===== src/rtl/disp_pwr_pkg.sv =====
package disp_pwr_pkg;
  // width of the guard field in the control word
  parameter int unsigned GUARD_BITS = 7;
  // position of the power request bit inside the control word
  parameter int unsigned REQ_POS = 0;
  localparam int unsigned WORD_BITS = GUARD_BITS + 1;

  typedef logic [GUARD_BITS-1:0] guard_t;
  typedef logic [WORD_BITS-1:0]  word_t;

  // effective frame count: a zero field means one frame
  function automatic guard_t eff_guard(input guard_t field);
    return (field == '0) ? guard_t'(1) : field;
  endfunction

  // guard field taken out of a control word
  function automatic guard_t guard_field(input word_t w);
    return w[WORD_BITS-1:1];
  endfunction
endpackage


===== src/rtl/dps_cfg_capture.sv =====
module dps_cfg_capture
  import disp_pwr_pkg::*;
(
  input  logic   clk,
  input  logic   rst_n,
  input  logic   cfg_we,
  input  word_t  cfg_wdata,
  output logic   wr_evt,
  output guard_t guard_load,
  output logic   req_q
);
  assign wr_evt     = cfg_we;
  assign guard_load = eff_guard(guard_field(cfg_wdata));

  always_ff @(posedge clk or negedge rst_n) begin
    if (!rst_n)      req_q <= 1'b0;
    else if (wr_evt) req_q <= cfg_wdata[REQ_POS];
  end
endmodule


===== src/rtl/dps_frame_timer.sv =====
module dps_frame_timer
  import disp_pwr_pkg::*;
(
  input  logic   clk,
  input  logic   rst_n,
  input  logic   wr_evt,
  input  guard_t guard_load,
  input  logic   frame_tick,
  output logic   pending,
  output logic   tick_evt,
  output logic   expire_evt,
  output guard_t cnt_q
);
  // a frame pulse counts only while pending and not in a write cycle
  assign tick_evt   = pending && frame_tick && !wr_evt;
  assign expire_evt = tick_evt && (cnt_q == guard_t'(1));

  always_ff @(posedge clk or negedge rst_n) begin
    if (!rst_n) begin
      pending <= 1'b0;
      cnt_q   <= '0;
    end else if (wr_evt) begin
      pending <= 1'b1;
      cnt_q   <= guard_load;
    end else if (tick_evt) begin
      cnt_q <= cnt_q - guard_t'(1);
      if (expire_evt) pending <= 1'b0;
    end
  end
endmodule


===== src/rtl/dps_pwr_stage.sv =====
module dps_pwr_stage (
  input  logic clk,
  input  logic rst_n,
  input  logic expire_evt,
  input  logic req_q,
  output logic pwr_on,
  output logic pin_hold
);
  always_ff @(posedge clk or negedge rst_n) begin
    if (!rst_n) begin
      pwr_on   <= 1'b0;
      pin_hold <= 1'b1;
    end else if (expire_evt) begin
      pwr_on   <= req_q;
      pin_hold <= !req_q;
    end
  end
endmodule


===== src/rtl/disp_pwr_seq.sv =====
module disp_pwr_seq
  import disp_pwr_pkg::*;
(
  input  logic                 clk,
  input  logic                 rst_n,
  input  logic                 cfg_we,
  input  logic [WORD_BITS-1:0] cfg_wdata,
  input  logic                 frame_tick,
  output logic                 pwr_on,
  output logic                 busy,
  output logic                 pin_hold
);
  logic   wr_evt;
  logic   tick_evt;
  logic   expire_evt;
  logic   req_q;
  logic   pending;
  guard_t guard_load;
  guard_t cnt_q;

  dps_cfg_capture u_cfg (
    .clk(clk), .rst_n(rst_n), .cfg_we(cfg_we), .cfg_wdata(cfg_wdata),
    .wr_evt(wr_evt), .guard_load(guard_load), .req_q(req_q)
  );

  dps_frame_timer u_tmr (
    .clk(clk), .rst_n(rst_n), .wr_evt(wr_evt), .guard_load(guard_load),
    .frame_tick(frame_tick), .pending(pending), .tick_evt(tick_evt),
    .expire_evt(expire_evt), .cnt_q(cnt_q)
  );

  dps_pwr_stage u_pwr (
    .clk(clk), .rst_n(rst_n), .expire_evt(expire_evt), .req_q(req_q),
    .pwr_on(pwr_on), .pin_hold(pin_hold)
  );

  assign busy = pending;
endmodule


===== config.mk =====
export PLATFORM = sky130hd
export DESIGN_NAME = disp_pwr_seq
export DESIGN_NICKNAME = d
export VERILOG_FILES = /design/src/rtl/disp_pwr_pkg.sv /design/src/rtl/dps_cfg_capture.sv /design/src/rtl/dps_frame_timer.sv /design/src/rtl/dps_pwr_stage.sv /design/src/rtl/disp_pwr_seq.sv
export SDC_FILE = /design/constraint.sdc
export NUM_CORES = 1
export LEC_CHECK = 0
export ABC_AREA = 1
export ABC_CLOCK_PERIOD_IN_PS = 1600
export BUFFER_PORTS_ARGS = -buffer_cell sky130_fd_sc_hd__buf_4
export CORE_UTILIZATION = 50
export DETAILED_ROUTE_END_ITERATION = 7
export PLACE_DENSITY = 0.74
export SLEW_MARGIN = 5
export SYNTH_ARGS = -nofsm -noshare
export SYNTH_HDL_FRONTEND = slang
export SYNTH_HIERARCHICAL = 1
export SYNTH_SLANG_ARGS = --single-unit

===== constraint.sdc =====
create_clock -name clk -period 1.6 [get_ports clk]
set_clock_uncertainty 0.1 [all_clocks]
set_input_delay 0.16 -clock clk [delete_from_list [all_inputs] [get_ports clk]]
set_output_delay 0.16 -clock clk [all_outputs]
set_load 0.01 [all_outputs]

# Word level (Yosys, flattened, before mapping)
# Index checks and enable logic that the tools add are counted.
[totals]
ff_bits = 11
output_inout_bits = 3
word_cells = 22
[classes]
n_addsub = 1
n_eq_ne = 1
muxes = 6
reduce_logical = 9
[op_table]
columns = ["cell", "n"]
rows = [
  ["7-bit two-way mux", 3],
  ["7-bit by 1-bit == test with 1-bit output, second input constant", 1],
  ["7-bit logical NOT", 1],
  ["7-bit by 1-bit subtractor with 7-bit output, second input constant", 1],
  ["2-bit nonzero test", 2],
  ["1-bit logical AND", 3],
  ["1-bit two-way mux", 3],
  ["1-bit logical NOT", 2],
  ["2-bit AND reduction", 1],
]

# Depth between registers and ports, before layout
[depth]
depth_word = 6
mapped_depth = 8
mapped_depth_nobuf = 8

# Hierarchy
# Netlist, hierarchy kept.
[modules_own_cells]
columns = ["module", "instances", "cells_per_inst", "area_per_inst_um2", "seq_area_each_um2"]
rows = [
  ["dps_frame_timer", 1, 71, 529.3, 200.2],
  ["dps_cfg_capture", 1, 17, 91.3, 25.0],
  ["dps_pwr_stage", 1, 10, 81.3, 51.3],
]

# Least setup slack after synthesis
# Ideal clock, no wire load.
[synth_timing]
path_type = "flip-flop to flip-flop"
startpoint = "reg u_tmr.cnt_q[0]"
endpoint = "reg u_tmr.cnt_q[4]"
arrival_ns = 1.007
required_time_ns = 1.376
slack_ns = 0.370
path_stages_with_launch = 7
path_buffers = 0
period_less_slack_ns = 1.230
cell_sequence = "dfrtp_1 > inv_1 > ha_1 > nand2_1 > xor2_1 > nand2_1 > nand3_1"
[synth_via]
elab_chain_cells = 3
[synth_rtl]
columns = ["element", "line", "source"]
rows = [
  ["start, declared", "dps_frame_timer.sv:12", "output guard_t cnt_q"],
  ["start signal, assigned", "dps_frame_timer.sv:24", "cnt_q <= guard_load;"],
  ["start signal, assigned", "dps_frame_timer.sv:26", "cnt_q <= cnt_q - guard_t'(1);"],
  ["7-bit by 1-bit subtractor with 7-bit output", "dps_frame_timer.sv:26", ""],
  ["7-bit two-way mux", "dps_frame_timer.sv:25", "end else if (tick_evt) begin"],
  ["7-bit two-way mux", "dps_frame_timer.sv:22", "end else if (wr_evt) begin"],
]
# Every way passes these cells. The select of a mux whose other input is x is not followed.
# A chain may end at the register's enable or synchronous reset.

# Final worst setup path
[layout_timing]
startpoint = "reg u_tmr.cnt_q[2]"
endpoint = "reg u_pwr.pwr_on"
[layout_via]
elab_chain_cells = 2
[layout_rtl]
columns = ["element", "line", "source"]
rows = [
  ["7-bit by 1-bit == test with 1-bit output", "dps_frame_timer.sv:16", "assign expire_evt = tick_evt && (cnt_q == guard_t'(1));"],
  ["1-bit logical AND", "dps_frame_timer.sv:16", ""],
  ["net expire_evt", "disp_pwr_seq.sv:15", "logic expire_evt;"],
  ["end signal, assigned", "dps_pwr_stage.sv:14", "pwr_on <= req_q;"],
  ["end, declared", "dps_pwr_stage.sv:6", "output logic pwr_on,"],
]
# The timed path passes the listed nets, and every way through them passes these cells.

==> impl_metrics.csv <==
group,metric,value,unit
floorplanning,ioPinCount,15,
route,vias,635,
place,dp_hpwl,1100,um
cells_and_area,finalNetCount,124,
route,drc_errors,1,
place,port-buffer-count,14,
worst_setup_path,slowest_delay,440,ps
clocking,cts_tree,"built",
grt,antenna_found_initial,0,
power_and_ir_drop,power_leakage,0.434,nW
floorplanning,die_y,39.5,um
grt,grt_pass1_wl,2320,um
timing,final-hold-violation-count,1,
grt,grt_pass1_vias,555,
run_status,outcome,"finished with violations",
timing,timing.fmax,736,MHz
cells_and_area,final_cell_mix,"nand2_1 (31), buf_4 (14), nand3_1 (11), inv_1 (11), dfrtp_1 (10)",
clocking,cts_inserted_buffers,3,
run_status,violations,"DRC, hold timing",
synth,syn_inst,98,
grt,met3_usage,5.11,%
worst_setup_path,critPathLaunch,"u_tmr/cnt_q[2]",
clocking,max-clock-path-buffers,2,
place,routabilityCongestion,0.865,
synth,yosysTopAreaCell,"dfrtp_1",
worst_setup_path,reg2reg_from,"u_tmr/cnt_q[2]",
timing,slew_violations,0,
grt,grt_use_total,22.4,%
grt,grt_start_max_net_pins,12,
timing,relSlewSlack,82.8,%
worst_setup_path,crit_slowest_cell,"dfrtp_1",
timing,hold_ws,-0.104,ps
cells_and_area,antenna_cells,0,
timing,setup_violations,0,
clocking,ctsHtreeMaxLevel,1,
worst_setup_path,worstPathRequired,1660,ps
grt,grt_util_met2,32.8,%
synth,seq_area_frac_synth,39.4,%
route,wl,1470,um
worst_setup_path,cp_common_cell,"nand2_1",
clocking,cts_setup_buffers,0,
synth,syn_area_per_cell,7.16,um2
cells_and_area,area_growth_syn_to_layout,17.5,%
floorplanning,die_w,39.5,um
worst_setup_path,crit_fanout,5,
worst_setup_path,startpoint_type,"flop",
worst_setup_path,endpoint_kind,"flop",
cells_and_area,mostFrequentLayoutCell,"nand2_1",
job,drv_cap,0,
worst_setup_path,arrival,1420,ps
place,dp_slack,249,ps
timing,fin_crit_sh,84.9,%
worst_hold_path,hold_path_class,"in2reg",
synth,synthFlopType,"dfrtp_1",
power_and_ir_drop,peakVddDrop,0.000646,V
grt,grt.busiest_layer,"met2",
synth,synth_seq_cells,11,
synth,ys_top_cells_by_area,"dfrtp_1 (36%), nand2_1 (17%), nand3_1 (7.8%)",
route,dr.pass1.iters,6,
worst_setup_path,path_cells,"nor2_2 -> nand2_1 -> inv_2 -> nand3_1 -> nor3_2 -> inv_1 -> nand2_1 -> nand2_1",
floorplanning,num_rows,13,
power_and_ir_drop,power_density,890,nW/um2
timing,tightest_slew,256,ps
timing,grt_setup_unrepaired,"no",
clocking,clock-sinks,11,
cells_and_area,drive_gt1_share,22.9,%
synth,synth_cell_types,23,
clocking,insertion_delay,270,ps
synth,synth_top_area_share,35.7,%
timing,tns,0,ps
clocking,cts_root_buf,"clkbuf_4",
synth,synth_fp_nets,112,
worst_hold_path,hold_path.startpoint,"cfg_wdata[0]",
synth,synth_warnings,6,
grt,overflow,0,
timing,post-route-min-period,1360,ps
floorplanning,die_area,1560,um2
synth,async_reset_ff_share,100,%
synth,synth_edf_count,0,
synth,synth.cell_area,702,um2
worst_setup_path,critPathKind,"reg2reg",
grt,met1_usage,30.7,%
floorplanning,start_util,53.9,%
floorplanning,core_area,1300,um2
route,drt-initial-drc-count,25,
worst_setup_path,crit_buf_inv,2,
worst_setup_path,cp_top_family,"simple AND/OR/NAND/NOR gates",
clocking,clkTransAtPathRegs,70,ps
route,wl_per_cell,11.8,um
route,via_per_inst,5.12,
route,ant_nets,0,
timing,layout_setup_ws,242,ps
==> timing repair <==
action                                 4_1_cts  5_1_grt
hold buffers                                 1        0
resized for setup                            0        0
endpoints found under the hold margin       11        0
==> sequential cells by signal, summed over array words and instances, names as in the netlist <==
name and flops:
u_tmr/pending 1, u_cfg/req_q 1, u_tmr/cnt_q 7, u_pwr/pwr_on 1, u_pwr/pin_hold 1
==> worst register-to-register path: stages (launching register included) <==
cell	delay (ps)
dfrtp_1	440
nor2_2	120
nand2_1	70
inv_2	70
nand3_1	80
nor3_2	180
inv_1	90
nand2_1	60
nand2_1	40
==> report_power, final <==
part	internal (mW)	switching [mW]
clock network	0.0964	0.0948
logic	0.0837	0.109
registers	0.318	0.0318
==> logic make-up after synthesis <==
| group | after synthesis | synth area share [%] |
|---|---|---|
| buffers and inverters | 21 | 12.7 |
| and+or+nand+nor | 57 | 37.6 |
| DFF | 11 | 39.4 |
| AOI/OAI and AO/OA | 5 | 4.28 |
| xor gates and xnor gates | 2 | 2.50 |
| adders and majority gates | 2 | 3.56 |
==> Yosys cell counts (2+ instances only) <==
cell and instances:
ha_1 2, nand2_1 31, o211ai_1 2, clkbuf_1 6, inv_1 11, dfrtp_1 10, nand3_1 11, xor2_1 2
nor2_1 6, nand4_1 2, buf_4 2, o21ai_0 2
==> stage by stage <==
stage               total power, mW  hold slack (ps)  instances  area (um2)  util, %
floorplan                     0.476             -236         98         702        -
global placement              0.538            -97.9        119         788     60.6
detailed placement            0.543            -97.3        119         788     60.6
CTS                           0.735            0.427        124         825     63.4
global route                  0.780             1.84        124         825     63.4
finish                        0.734           -0.104        124         825     63.4
==> final timing paths <==
kind / endpoint / slack [ps] / cells after the start
hold reg to reg: u_pwr/pin_hold / 370 / 2
setup reg to reg: u_pwr/pwr_on / 240 / 8
min in group asynchronous: u_tmr/cnt_q[6] / 160 / 2
setup / recovery: u_pwr/pwr_on / 240 / 8
hold / removal: u_cfg/req_q / -0.1 / 3
max in group asynchronous: u_pwr/pin_hold / 1010 / 2
==> routing by layer <==
metal	up-vias	part of all wire (%)	wire [um]
met5	-	0	0
met4	0	1.4	21
met3	2	5.2	77
met2	21	46	673
met1	291	47	694
li1	321	-	-
==> layout make-up <==
class | count | area (um2)
Timing Repair Buffer | 15 | 115
Clock buffer | 4 | 26.3
Fill cell | 119 | 477
Tap cell | 15 | 18.8
Inverter | 13 | 51.3
Sequential cell | 11 | 277
Multi-Input combinational cell | 66 | 337
Note: power is estimated with default switching activity, not from simulation.
